**src/rtl/cpw_pkg.sv**
```systemverilog
package cpw_pkg;
  // Bit positions in the write-1-to-clear flag strobe
  localparam int FLG_CMP = 0;
  localparam int FLG_OVF = 1;
  localparam int NFLAG   = 2;
endpackage

```
**src/rtl/cpw_period.sv**
```systemverilog
module cpw_period #(
  parameter int CNT_W   = 16,
  parameter int TOP_RST = 15
) (
  input  logic             clk,
  input  logic             rst_n,
  input  logic             step,
  input  logic             top_wr,
  input  logic [CNT_W-1:0] wr_data,
  output logic [CNT_W-1:0] cnt,
  output logic [CNT_W-1:0] top_sh,
  output logic             wrap
);
  localparam logic [CNT_W-1:0] TOP_INIT = CNT_W'(TOP_RST);

  logic [CNT_W-1:0] top_q;

  assign wrap = step && (cnt == top_sh);

  always_ff @(posedge clk or negedge rst_n) begin
    if (!rst_n) begin
      top_q  <= TOP_INIT;
      top_sh <= TOP_INIT;
      cnt    <= '0;
    end else begin
      if (top_wr) top_q <= wr_data;
      if (wrap) begin
        cnt    <= '0;
        top_sh <= top_q;     // new period length starts with the new period
      end else if (step) begin
        cnt <= cnt + 1'b1;
      end
    end
  end
endmodule

```
**src/rtl/cpw_compare.sv**
```systemverilog
module cpw_compare #(
  parameter int CNT_W   = 16,
  parameter int CMP_RST = 0
) (
  input  logic             clk,
  input  logic             rst_n,
  input  logic             step,
  input  logic             wrap,
  input  logic [CNT_W-1:0] cnt,
  input  logic             cmp_wr,
  input  logic [CNT_W-1:0] wr_data,
  output logic [CNT_W-1:0] cmp_sh,
  output logic             hit,
  output logic             pwm
);
  localparam logic [CNT_W-1:0] CMP_INIT = CNT_W'(CMP_RST);
  localparam int EXT_W = CNT_W + 1;

  logic [CNT_W-1:0] cmp_q;
  logic [EXT_W-1:0] cnt_nxt;
  logic             fall;

  // Widened so the increment cannot alias at the all-ones count
  assign cnt_nxt = {1'b0, cnt} + 1'b1;
  assign hit     = step && (cnt == cmp_sh);
  assign fall    = step && !wrap && (cnt_nxt == {1'b0, cmp_sh});

  always_ff @(posedge clk or negedge rst_n) begin
    if (!rst_n) begin
      cmp_q  <= CMP_INIT;
      cmp_sh <= CMP_INIT;
      pwm    <= (CMP_RST != 0);
    end else begin
      if (cmp_wr) cmp_q <= wr_data;
      if (wrap) begin
        cmp_sh <= cmp_q;
        pwm    <= (cmp_q != '0);   // zero duty stays low for the whole period
      end else if (fall) begin
        pwm <= 1'b0;
      end
    end
  end
endmodule

```
**src/rtl/cpw_flags.sv**
```systemverilog
module cpw_flags #(
  parameter int N = 2
) (
  input  logic         clk,
  input  logic         rst_n,
  input  logic [N-1:0] set,
  input  logic [N-1:0] clr,
  output logic [N-1:0] flag
);
  for (genvar g = 0; g < N; g++) begin : g_flag
    always_ff @(posedge clk or negedge rst_n) begin
      if (!rst_n)      flag[g] <= 1'b0;
      else if (set[g]) flag[g] <= 1'b1;   // hardware set outranks software clear
      else if (clr[g]) flag[g] <= 1'b0;
    end
  end
endmodule

```
**src/rtl/cpw_top.sv**
```systemverilog
module cpw_top
  import cpw_pkg::*;
#(
  parameter int CNT_W   = 16,
  parameter int TOP_RST = 15,
  parameter int CMP_RST = 0
) (
  input  logic             clk,
  input  logic             rst_n,
  input  logic             tick,
  input  logic             run,
  input  logic             cmp_wr,
  input  logic             top_wr,
  input  logic [CNT_W-1:0] wr_data,
  input  logic             cmp_irq_en,
  input  logic [1:0]       flag_clr,
  output logic             pwm_out,
  output logic             cmp_flag,
  output logic             ovf_flag,
  output logic             irq
);
  logic             step;
  logic             wrap;
  logic             hit;
  logic [CNT_W-1:0] cnt;
  logic [CNT_W-1:0] top_sh;
  logic [CNT_W-1:0] cmp_sh;
  logic [NFLAG-1:0] fl_set;
  logic [NFLAG-1:0] fl_q;

  assign step = tick && run;

  cpw_period #(.CNT_W(CNT_W), .TOP_RST(TOP_RST)) period_i (
    .clk(clk), .rst_n(rst_n), .step(step), .top_wr(top_wr),
    .wr_data(wr_data), .cnt(cnt), .top_sh(top_sh), .wrap(wrap)
  );

  cpw_compare #(.CNT_W(CNT_W), .CMP_RST(CMP_RST)) compare_i (
    .clk(clk), .rst_n(rst_n), .step(step), .wrap(wrap), .cnt(cnt),
    .cmp_wr(cmp_wr), .wr_data(wr_data), .cmp_sh(cmp_sh), .hit(hit),
    .pwm(pwm_out)
  );

  always_comb begin
    fl_set          = '0;
    fl_set[FLG_CMP] = hit;
    fl_set[FLG_OVF] = wrap;
  end

  cpw_flags #(.N(NFLAG)) flags_i (
    .clk(clk), .rst_n(rst_n), .set(fl_set), .clr(flag_clr), .flag(fl_q)
  );

  assign cmp_flag = fl_q[FLG_CMP];
  assign ovf_flag = fl_q[FLG_OVF];
  assign irq      = cmp_flag && cmp_irq_en;
endmodule

```
**config.mk**
```make
export PLATFORM = sky130hd
export DESIGN_NAME = cpw_top
export DESIGN_NICKNAME = d
export VERILOG_FILES = /design/src/rtl/cpw_pkg.sv /design/src/rtl/cpw_period.sv /design/src/rtl/cpw_compare.sv /design/src/rtl/cpw_flags.sv /design/src/rtl/cpw_top.sv
export SDC_FILE = /design/constraint.sdc
export NUM_CORES = 1
export LEC_CHECK = 0
export ABC_AREA = 1
export BUFFER_PORTS_ARGS = -buffer_cell sky130_fd_sc_hd__buf_2
export CAP_MARGIN = 25
export CORE_AREA = 8 8 98 100
export DETAILED_ROUTE_END_ITERATION = 10
export DIE_AREA = 0 0 106 108
export PLACE_DENSITY = 0.72
export REMOVE_ABC_BUFFERS = 1
export SLEW_MARGIN = 20
export SYNTH_ARGS = -nofsm -noshare
export SYNTH_HDL_FRONTEND = slang
export SYNTH_SLANG_ARGS = --single-unit
```
**constraint.sdc**
```tcl
create_clock -name clk -period 2.6 [get_ports clk]
set_clock_uncertainty 0.2 [all_clocks]
set_input_delay 0.52 -clock clk [delete_from_list [all_inputs] [get_ports clk]]
set_output_delay 0.52 -clock clk [all_outputs]
set_load 0.005 [all_outputs]
```
==> results of run 1 <==
## cell families (layout without fill, tap and decap cells)
| family | count (synthesis) | count (layout) |
|---|---|---|
| fa+ha+maj | 1 | 1 |
| simple gates | 267 | 267 |
| compound gates | 92 | 92 |
| buf+inv | 111 | 143 |
| flops | 83 | 83 |
| xor+xnor | 16 | 16 |
## metal layers
| metal | vias to the layer above | part of all wire, % | GRT usage, % |
|---|---|---|---|
| li1 | 1840 | - | - |
| met1 | 1659 | 48 | 26.4 |
| met2 | 79 | 45 | 28.4 |
| met3 | 22 | 5.0 | 3.39 |
| met4 | 0 | 2.6 | 8.64 |
| met5 | - | 0 | 0 |
## sequential cells by signal, indices dropped and copies added, names as in the netlist
name	count
period_i.top_q	16
compare_i.cmp_q	16
compare_i.cmp_sh	16
compare_i.pwm	1
period_i.top_sh	16
period_i.cnt	16
flags_i.flag	2
## cells in the mapped netlist (4+ instances only)
cell type | instances | share of area [%]
nor3_1 | 6 | 0.69
nor2_1 | 26 | 2.3
inv_1 | 91 | 7.9
clkbuf_1 | 9 | 0.78
dfrtp_1 | 75 | 43
o21ai_1 | 16 | 1.9
xor2_1 | 11 | 2.2
o22ai_1 | 10 | 1.4
o21ai_0 | 50 | 5.8
xnor2_1 | 5 | 1.0
nand2_1 | 188 | 16
o21ai_2 | 4 | 0.81
nand4_1 | 9 | 1.3
nand3_1 | 23 | 2.7
dfstp_2 | 8 | 4.9
## power breakdown
group | total, W | internal [W] | switching [W] | leakage, nW
clock | 0.00104 | 0.000548 | 0.000495 | 0.110
combinational | 0.000613 | 0.000223 | 0.000390 | 1.24
sequential | 0.00150 | 0.00139 | 0.000106 | 1.06
## stage by stage
stage	instance area [um2]	power [W]	util, %	hold WS (ns)
after floorplan	4220	0.00192	-	0.0244
after global placement	4540	0.00211	56.4	0.270
after detailed placement	4540	0.00213	56.4	0.281
after CTS	4780	0.00318	59.3	0.138
after global routing	4780	0.00334	59.3	0.150
final	4780	0.00315	59.3	0.151
## worst max path at each step
| stage | startpoint | to | slack, ns | cells after the start |
|---|---|---|---|---|
| 5_1_grt | period_i.cnt[1]$_DFFE_PN0P_ | compare_i.pwm$_DFFE_PN0P_ | 0.07 | 14 |
| 4_1_cts | period_i.cnt[1]$_DFFE_PN0P_ | compare_i.pwm$_DFFE_PN0P_ | 0.31 | 14 |
| 3_5_place_dp | period_i.cnt[1]$_DFFE_PN0P_ | compare_i.pwm$_DFFE_PN0P_ | 0.31 | 14 |
| 6_report | period_i.cnt[1]$_DFFE_PN0P_ | compare_i.pwm$_DFFE_PN0P_ | 0.27 | 14 |
| 3_3_place_gp | period_i.cnt[1]$_DFFE_PN0P_ | compare_i.pwm$_DFFE_PN0P_ | 0.31 | 14 |
| 2_1_floorplan | tick | compare_i.pwm$_DFFE_PN0P_ | 0.20 | 6 |
## final cells by class
type	instances	share of cell area [%]
flip-flops and latches	83	43.7
multi-input cells	376	37.3
inverters	93	7.31
repair buffers	34	4.24
well taps	105	2.75
clock buffers	9	2.59
clock inverters	7	2.07
## repair_timing
action / CTS / global route
resized for setup: 0 / 0
hold buffers: 1 / 0
hold endpoints to repair: 30 / 0
==> results.toml, run 1 <==
[status]
status = "finished clean"

[placement]
dpl.hpwl_um = 7380
gp_congestion = 0.921
dpl_worst_slack_ns = 0.310
dp.cells = 690
numPortBuffers = 28

[final_layout]
fin_nets = 623
seqCellArea_um2 = 2090
stdcell_count = 707
num_antenna_cells = 0
final_cell_mix = "nand2_1 (188), inv_1 (91), dfrtp_1 (75)"
layout_commonest_cell = "nand2_1"
drive_gt1_share_pct = 12.1
fillers = 782
multi_input_area_um2 = 1780
syn_to_final_growth_pct = 10.5

[logic_synthesis]
synth_xor_area_share_pct = 3.24
synth-seq-area-share_pct = 48.3
synthMuxAreaShare_pct = 0
synth-main-ff-cell = "dfrtp_1"
synth_compound_area_share_pct = 11.8
synth_fa_ha_area_share_pct = 0.289
syn_area_um2 = 4320
async_reset_ff_share_pct = 100
synth-warning-count = 0
synthSimpleGateAreaFrac_pct = 25.9
ys_ff_latch = 83
synth_edf_count = 0
synth_top_family_by_area = "simple AND/OR/NAND/NOR gates"
syn_avg_cell_area_um2 = 7.58
synth_cells = 570
ys_types = 37

[critical_path]
max_stage_delay_ns = 0.44
worst-path-buf-inv = 2
start_kind = "flop"
reg2reg_from = "period_i.cnt[1]$_DFFE_PN0P_"
cpMostUsedCell = "nand2_1"
worstPathMaxFanout = 8
r2r_end = "compare_i.pwm$_DFFE_PN0P_"
critical_path.slowest_cell = "dfrtp_1"
cp_data_arrival_time_ns = 2.38
r2r_cells = 14
crit_path_end_kind = "flop"
crit_chain = "ha_1, nand3_1, inv_1, nand2_1, nand2_1, nand3_1, nand2_1, nand2_1, inv_1, nand2_1, nor2_1, nand3_1, nand2_1, nand2_1"
crit_family = "simple AND/OR/NAND/NOR gates"
r2r_slack_ns = 0.27
required_ns = 2.65
worstSetupPathType = "flop to flop"

[min_path]
hold_depth = 2
hp-class = "input port to flop"
worstHoldEndpoint = "flags_i.flag[1]$_DFFE_PN0P_"
hp-start = "flag_clr[1]"

[drt]
ant_nets = 0
drt_pre_antenna_iters = 7
num_vias = 3600
via_per_inst = 5.09
drc_errors = 0
drtIter0Drc = 226
routed_wl_um = 10200
wl_per_cell_um = 14.4

[die]
ios = 29
die_h_um = 108
fp.dieW_um = 106
core_um2 = 8050
core.rowCount = 33
dieArea_um2 = 11400
start_util_pct = 53.7

[cts]
cts.root.buffer_cell = "clkbuf_8"
clkLatencyLatePin_ns = 0.36
cts_setup_buffers = 0
cts_buffers = 9
cts_tree = "yes"
h-tree-depth = 3
cts_sinks = 83
cts_max_path_buffers = 2
clkSlewWorstSetupHoldPaths_ns = 0.09

[global_routing]
grt_pass1_vias = 3432
grt_max_degree = 69
antenna_found_initial = 0
gr-total-overflow = 0
grt_pass1_wl_um = 17400
grt_usage_pct = 19.0

[sta]
slew_headroom_pct = 57.6
hold_viol = 0
setup_ws_ns = 0.271
worst_pin_slew_ns = 0.637
min_period_ns = 2.33
fin_tns_setup_ns = 0
rsz0062_at_grt = "false"
max_freq_mhz = 429
period_share_pct = 89.6
setup_viol_count_final = 0
drv_slew = 0

[pwr]
p_per_area_nw_per_um2 = 660
ir_worst_vdd_uv = 364
leakage_nw = 2.41

[job]
cap_violations = 0
Power figures use the tool's default switching activity.
==> inputs of run 2 (changes only) <==
--- a/config.mk
+++ b/config.mk
@@ -8,10 +8,9 @@
 export ABC_AREA = 1
 export BUFFER_PORTS_ARGS = -buffer_cell sky130_fd_sc_hd__buf_2
 export CAP_MARGIN = 25
-export CORE_AREA = 8 8 98 100
+export CORE_AREA = 8 8 147 80
 export DETAILED_ROUTE_END_ITERATION = 10
-export DIE_AREA = 0 0 106 108
-export PLACE_DENSITY = 0.72
+export DIE_AREA = 0 0 155 88
 export REMOVE_ABC_BUFFERS = 1
 export SLEW_MARGIN = 20
 export SYNTH_ARGS = -nofsm -noshare
==> constraint.sdc (replaced) <==
create_clock -name clk -period 2.6 [get_ports clk]
set_clock_uncertainty 0.2 [all_clocks]
set_input_delay 0.13 -clock clk [delete_from_list [all_inputs] [get_ports clk]]
set_output_delay 0.13 -clock clk [all_outputs]
set_load 0.005 [all_outputs]
==> run 2 against run 1 <==
Power up 13%; highest routed layer unchanged; final area grew 7.0%; fmax shrank 1.1%; sequential power is essentially flat; via count grew 3.3%; hold slack lost 0.049 ns; die area is 19% higher; non-clock buffer count rose by 19; first-iteration DRC count increased by 69%; count of clock-buffer cells in the layout rose by 1.
==> results.toml, run 2 (synthesis results as in run 1) <==
[status]
status = "finished clean"

[critical_path]
start_kind = "flop"
cp_data_arrival_time_ns = 2.35
worst-path-buf-inv = 2
max_stage_delay_ns = 0.44
r2r_slack_ns = 0.25
required_ns = 2.60
worstPathMaxFanout = 9
worstSetupPathType = "flop to flop"
cpMostUsedCell = "nand2_1"
crit_path_end_kind = "flop"
crit_chain = "inv_1, nand2_1, nand2_1, nor2_1, nand2_1, nor2_1, nand2_1, nand2_2, buf_4, o22ai_1"
crit_family = "simple AND/OR/NAND/NOR gates"
critical_path.slowest_cell = "dfrtp_1"

[sta]
min_period_ns = 2.35
slew_headroom_pct = 60.2
hold_viol = 0
fin_tns_setup_ns = 0
setup_ws_ns = 0.246
setup_viol_count_final = 0
worst_pin_slew_ns = 0.597
drv_slew = 0
max_freq_mhz = 425
rsz0062_at_grt = "false"
period_share_pct = 90.5

[placement]
placed_cell_area_um2 = 4600
dpl_worst_slack_ns = 0.393
gp_congestion = 0.958
numPortBuffers = 28
dpl.hpwl_um = 8360

[final_layout]
layout_commonest_cell = "nand2_1"
final_cell_mix = "nand2_1 (188), inv_1 (91), dfrtp_1 (75)"
fin_nets = 642
fillers = 929
num_antenna_cells = 0
syn_to_final_growth_pct = 18.3
fin_area_um2 = 5110
drive_gt1_share_pct = 11.9

[cts]
cts_sinks = 83
cts.root.buffer_cell = "clkbuf_16"
clkLatencyLatePin_ns = 0.34
h-tree-depth = 3
cts_setup_buffers = 0
ctsResizeCount = 0
cts_max_path_buffers = 2
cts_tree = "yes"
cts_buffers = 9
clkSlewWorstSetupHoldPaths_ns = 0.06

[global_routing]
gr-total-overflow = 0
grt_pass1_wl_um = 18600
grt_max_degree = 44
antenna_found_initial = 0
grt_usage_pct = 17.7
grt_pass1_vias = 3446

[die]
start_util_pct = 44.1
core.rowCount = 26
fp.dieW_um = 155
dieArea_um2 = 13600
die_h_um = 88
core_um2 = 9790
ios = 29

[drt]
routed_wl_um = 11200
drtIter0Drc = 382
drt_pre_antenna_iters = 6
via_per_inst = 4.89
wl_per_cell_um = 14.7
ant_nets = 0
drc_errors = 0
num_vias = 3720

[pwr]
leakage_nw = 2.54
p_per_area_nw_per_um2 = 697
ir_worst_vdd_uv = 382
p_int_w = 0.00250
p_sw_w = 0.00106
p_comb_share_pct = 18.5
switching_share_pct = 29.9
power_frac_clock_pct = 39.1
power_frac_seq_pct = 42.4

[job]
cap_violations = 0

[min_path]
hp-class = "input port to flop"
[run 2: cell types whose count changed in the layout (fill, tap and decap cells not counted), sizes merged]
cell	delta
buf	+1
clkbuf	+1
clkinv	+1
clkinvlp	-1
dlygate4sd3	+18
inv	-1
[run 2: path summary, 6_finish.rpt]
| path | to | depth (start not counted) | start |
|---|---|---|---|
| max | period_i.cnt[8]$_DFFE_PN0P_ | 10 | period_i.cnt[11]$_DFFE_PN0P_ |
| min | period_i.cnt[0]$_DFFE_PN0P_ | 5 | run |
| max reg2reg | period_i.cnt[8]$_DFFE_PN0P_ | 10 | period_i.cnt[11]$_DFFE_PN0P_ |
| min reg2reg | period_i.top_q[3]$_DFFE_PN1P_ | 2 | period_i.top_q[3]$_DFFE_PN1P_ |
| max in group asynchronous | compare_i.cmp_sh[12]$_DFFE_PN0N_ | 3 | rst_n |
| min in group asynchronous | flags_i.flag[1]$_DFFE_PN0P_ | 2 | rst_n |
[run 2: per-layer routing]
metal  track usage (%)  part of all wire (%)  vias up
met3              6.89                    10       13
met1              28.0                    55     1688
met4              4.15                  0.88        0
met5                 0                     0        -
met2              20.8                    34      136
li1                  -                     -     1883
[run 2: final cells by class]
cell class                 count  area [um2]  share of cell area (%)
clock buffer                  10         239                    4.67
multi-input combinational    376        1780                    34.9
clock inverter                 6        87.6                    1.71
timing repair buffer          53         390                    7.64
tap                          140         175                    3.43
inverter                      93         349                    6.83
sequential                    83        2090                    40.8
[run 2: power by group through the flow]
| stage | clock network (W) | logic [W] | registers, W |
|---|---|---|---|
| 2_1_floorplan | 0 | 0.000433 | 0.00149 |
| 3_3_place_gp | 0 | 0.000621 | 0.00153 |
| 3_5_place_dp | 0 | 0.000627 | 0.00153 |
| 4_1_cts | 0.00143 | 0.000652 | 0.00151 |
| 5_1_grt | 0.00148 | 0.000747 | 0.00152 |
| 6_report | 0.00139 | 0.000660 | 0.00151 |
[run 2: what timing repair did]
item	CTS	global route
hold buffers	19	0
endpoints found under the setup margin	0	0
hold endpoints to repair	74	0
[run 2: metrics by stage]
stage / power, W / util [%] / cells / hold WS [ns]
floorplan: 0.00192 / - / 552 / -0.366
global placement: 0.00215 / 46.9 / 726 / -0.0469
detailed placement: 0.00216 / 46.9 / 726 / -0.0490
CTS: 0.00359 / 52.2 / 761 / 0.0929
global route: 0.00376 / 52.2 / 761 / 0.123
finish: 0.00356 / 52.2 / 761 / 0.102
[run 2: tightest hold or removal path, stage by stage]
cell	delay, ns
buf_2	0.07
nand2_1	0.07
buf_4	0.18
nor2_1	0.09
a21oi_1	0.04
==> inputs of run 3 (changes only) <==
--- a/config.mk
+++ b/config.mk
@@ -8,9 +8,10 @@
 export ABC_AREA = 1
 export BUFFER_PORTS_ARGS = -buffer_cell sky130_fd_sc_hd__buf_2
 export CAP_MARGIN = 25
-export CORE_AREA = 8 8 147 80
+export CORE_AREA = 8 8 135 74
 export DETAILED_ROUTE_END_ITERATION = 10
-export DIE_AREA = 0 0 155 88
+export DIE_AREA = 0 0 143 82
+export PLACE_DENSITY = 0.72
 export REMOVE_ABC_BUFFERS = 1
 export SLEW_MARGIN = 20
 export SYNTH_ARGS = -nofsm -noshare
==> run 3 against run 2 <==
Sequential power about the same; clock power up 3%; critical endpoint is now compare_i.pwm$_DFFE_PN0P_; final area down 0.32%.
==> results.toml, run 3 (synthesis results as in run 1) <==
[final_layout]
stdcell_count = 737
fillers = 759
num_antenna_cells = 0
layout_commonest_cell = "nand2_1"
syn_to_final_growth_pct = 17.9
final_cell_mix = "nand2_1 (188), inv_1 (91), dfrtp_1 (75)"
drive_gt1_share_pct = 11.8
fin_nets = 641
fin_area_um2 = 5100

[drt]
drc_errors = 0
wl_per_cell_um = 15.6
drt_pre_antenna_iters = 4
routed_wl_um = 11500
num_vias = 3783
drtIter0Drc = 410
ant_nets = 0
via_per_inst = 5.13

[sta]
setup_viol_count_final = 0
period_share_pct = 88.6
hold_viol = 0
worst_pin_slew_ns = 0.676
min_period_ns = 2.30
slew_headroom_pct = 55.0
rsz0062_at_grt = "false"
max_freq_mhz = 434
drv_slew = 0
fin_tns_setup_ns = 0

[cts]
ctsResizeCount = 0
cts_hold_buffers = 19
h-tree-depth = 3
cts_buffers = 9
cts_setup_buffers = 0
cts_max_path_buffers = 2
cts_sinks = 83
cts_tree = "yes"
clkLatencyLatePin_ns = 0.34
cts.root.buffer_cell = "clkbuf_16"
clkSlewWorstSetupHoldPaths_ns = 0.06

[critical_path]
r2r_cells = 14
r2r_slack_ns = 0.30
crit_path_end_kind = "flop"
start_kind = "flop"
required_ns = 2.62
worstSetupPathType = "flop to flop"
cp_data_arrival_time_ns = 2.33
worstPathMaxFanout = 8
reg2reg_from = "period_i.cnt[0]$_DFFE_PN0P_"
r2r_end = "compare_i.pwm$_DFFE_PN0P_"

[min_path]
hp-class = "input port to flop"
worstHoldEndpoint = "period_i.cnt[0]$_DFFE_PN0P_"
hp-start = "run"
hold_depth = 5

[placement]
placed_cell_area_um2 = 4570
gp_congestion = 0.956
numPortBuffers = 28
dpl.hpwl_um = 8260
dp.cells = 702

[die]
ios = 29
core.rowCount = 24
die_h_um = 82
fp.dieW_um = 143
start_util_pct = 52.3
core_um2 = 8260
dieArea_um2 = 11700

[global_routing]
antenna_found_initial = 0
grt_pass1_wl_um = 19400
grt_usage_pct = 21.8
grt_max_degree = 69
grt_pass1_vias = 3615
gr-total-overflow = 0

[job]
cap_violations = 0

[status]
status = "finished clean"

[pwr]
p_per_area_nw_per_um2 = 706
ir_worst_vdd_uv = 377
leakage_nw = 2.54
[run 3: layout make-up]
class                   instances  area, um2  area share, %
clock buffers                  10        239           4.69
clock inverters                 6       95.1           1.87
inverters                      93        349           6.85
multi-input cells             376       1780           35.0
flip-flops and latches         83       2090           41.0
well taps                     117        146           2.87
repair buffers                 52        395           7.76
[run 3: worst max-delay path, cell delays in order (launching register included)]
cell     delay [ns]
dfrtp_1        0.44
ha_1           0.27
nand3_1        0.17
inv_1          0.29
nand2_1        0.12
nand2_1        0.09
nand3_1        0.07
nand2_1        0.12
nand2_1        0.06
inv_1          0.04
nand2_1        0.05
nor2_1         0.08
nand3_1        0.07
nand2_1        0.06
nand2_1        0.05
[run 3: how the worst max path moves through the flow]
stage                                               from                         to  slack (ns)  cells past startpoint
final                        period_i.cnt[0]$_DFFE_PN0P_  compare_i.pwm$_DFFE_PN0P_        0.30                     14
after global routing         period_i.cnt[1]$_DFFE_PN0P_  compare_i.pwm$_DFFE_PN0P_        0.11                     14
after floorplan           period_i.top_sh[2]$_DFFE_PN1N_  compare_i.pwm$_DFFE_PN0P_        0.29                     10
after CTS                    period_i.cnt[0]$_DFFE_PN0P_  compare_i.pwm$_DFFE_PN0P_        0.33                     14
after detailed placement     period_i.cnt[1]$_DFFE_PN0P_  compare_i.pwm$_DFFE_PN0P_        0.34                     14
after global placement       period_i.cnt[0]$_DFFE_PN0P_  compare_i.pwm$_DFFE_PN0P_        0.42                     12
[run 3: through the flow]
stage	utilization, %	setup slack (ns)	hold WS (ns)	total power [W]
global placement	55.4	0.419	0.00140	0.00215
global route	61.7	0.107	0.149	0.00377
floorplan	-	0.287	-0.366	0.00192
finish	61.7	0.298	0.0984	0.00360
CTS	61.7	0.330	0.0720	0.00361
detailed placement	55.4	0.339	0.00555	0.00216
[run 3: where the power goes]
part	internal, W	total (W)	switching, W	leakage [nW]
clock network	0.000878	0.00143	0.000548	0.164
registers	0.00139	0.00151	0.000118	1.06
logic	0.000240	0.000665	0.000425	1.32
total	0.00251	0.00360	0.00109	2.54
[run 3: routing by layer]
layer | wire, um | global-route usage (%) | vias to the layer above
li1 | - | - | 1871
met1 | 6220 | 34.4 | 1778
met2 | 4300 | 29.3 | 124
met3 | 874 | 4.81 | 10
met4 | 99 | 4.63 | 0
met5 | 0 | 0 | -
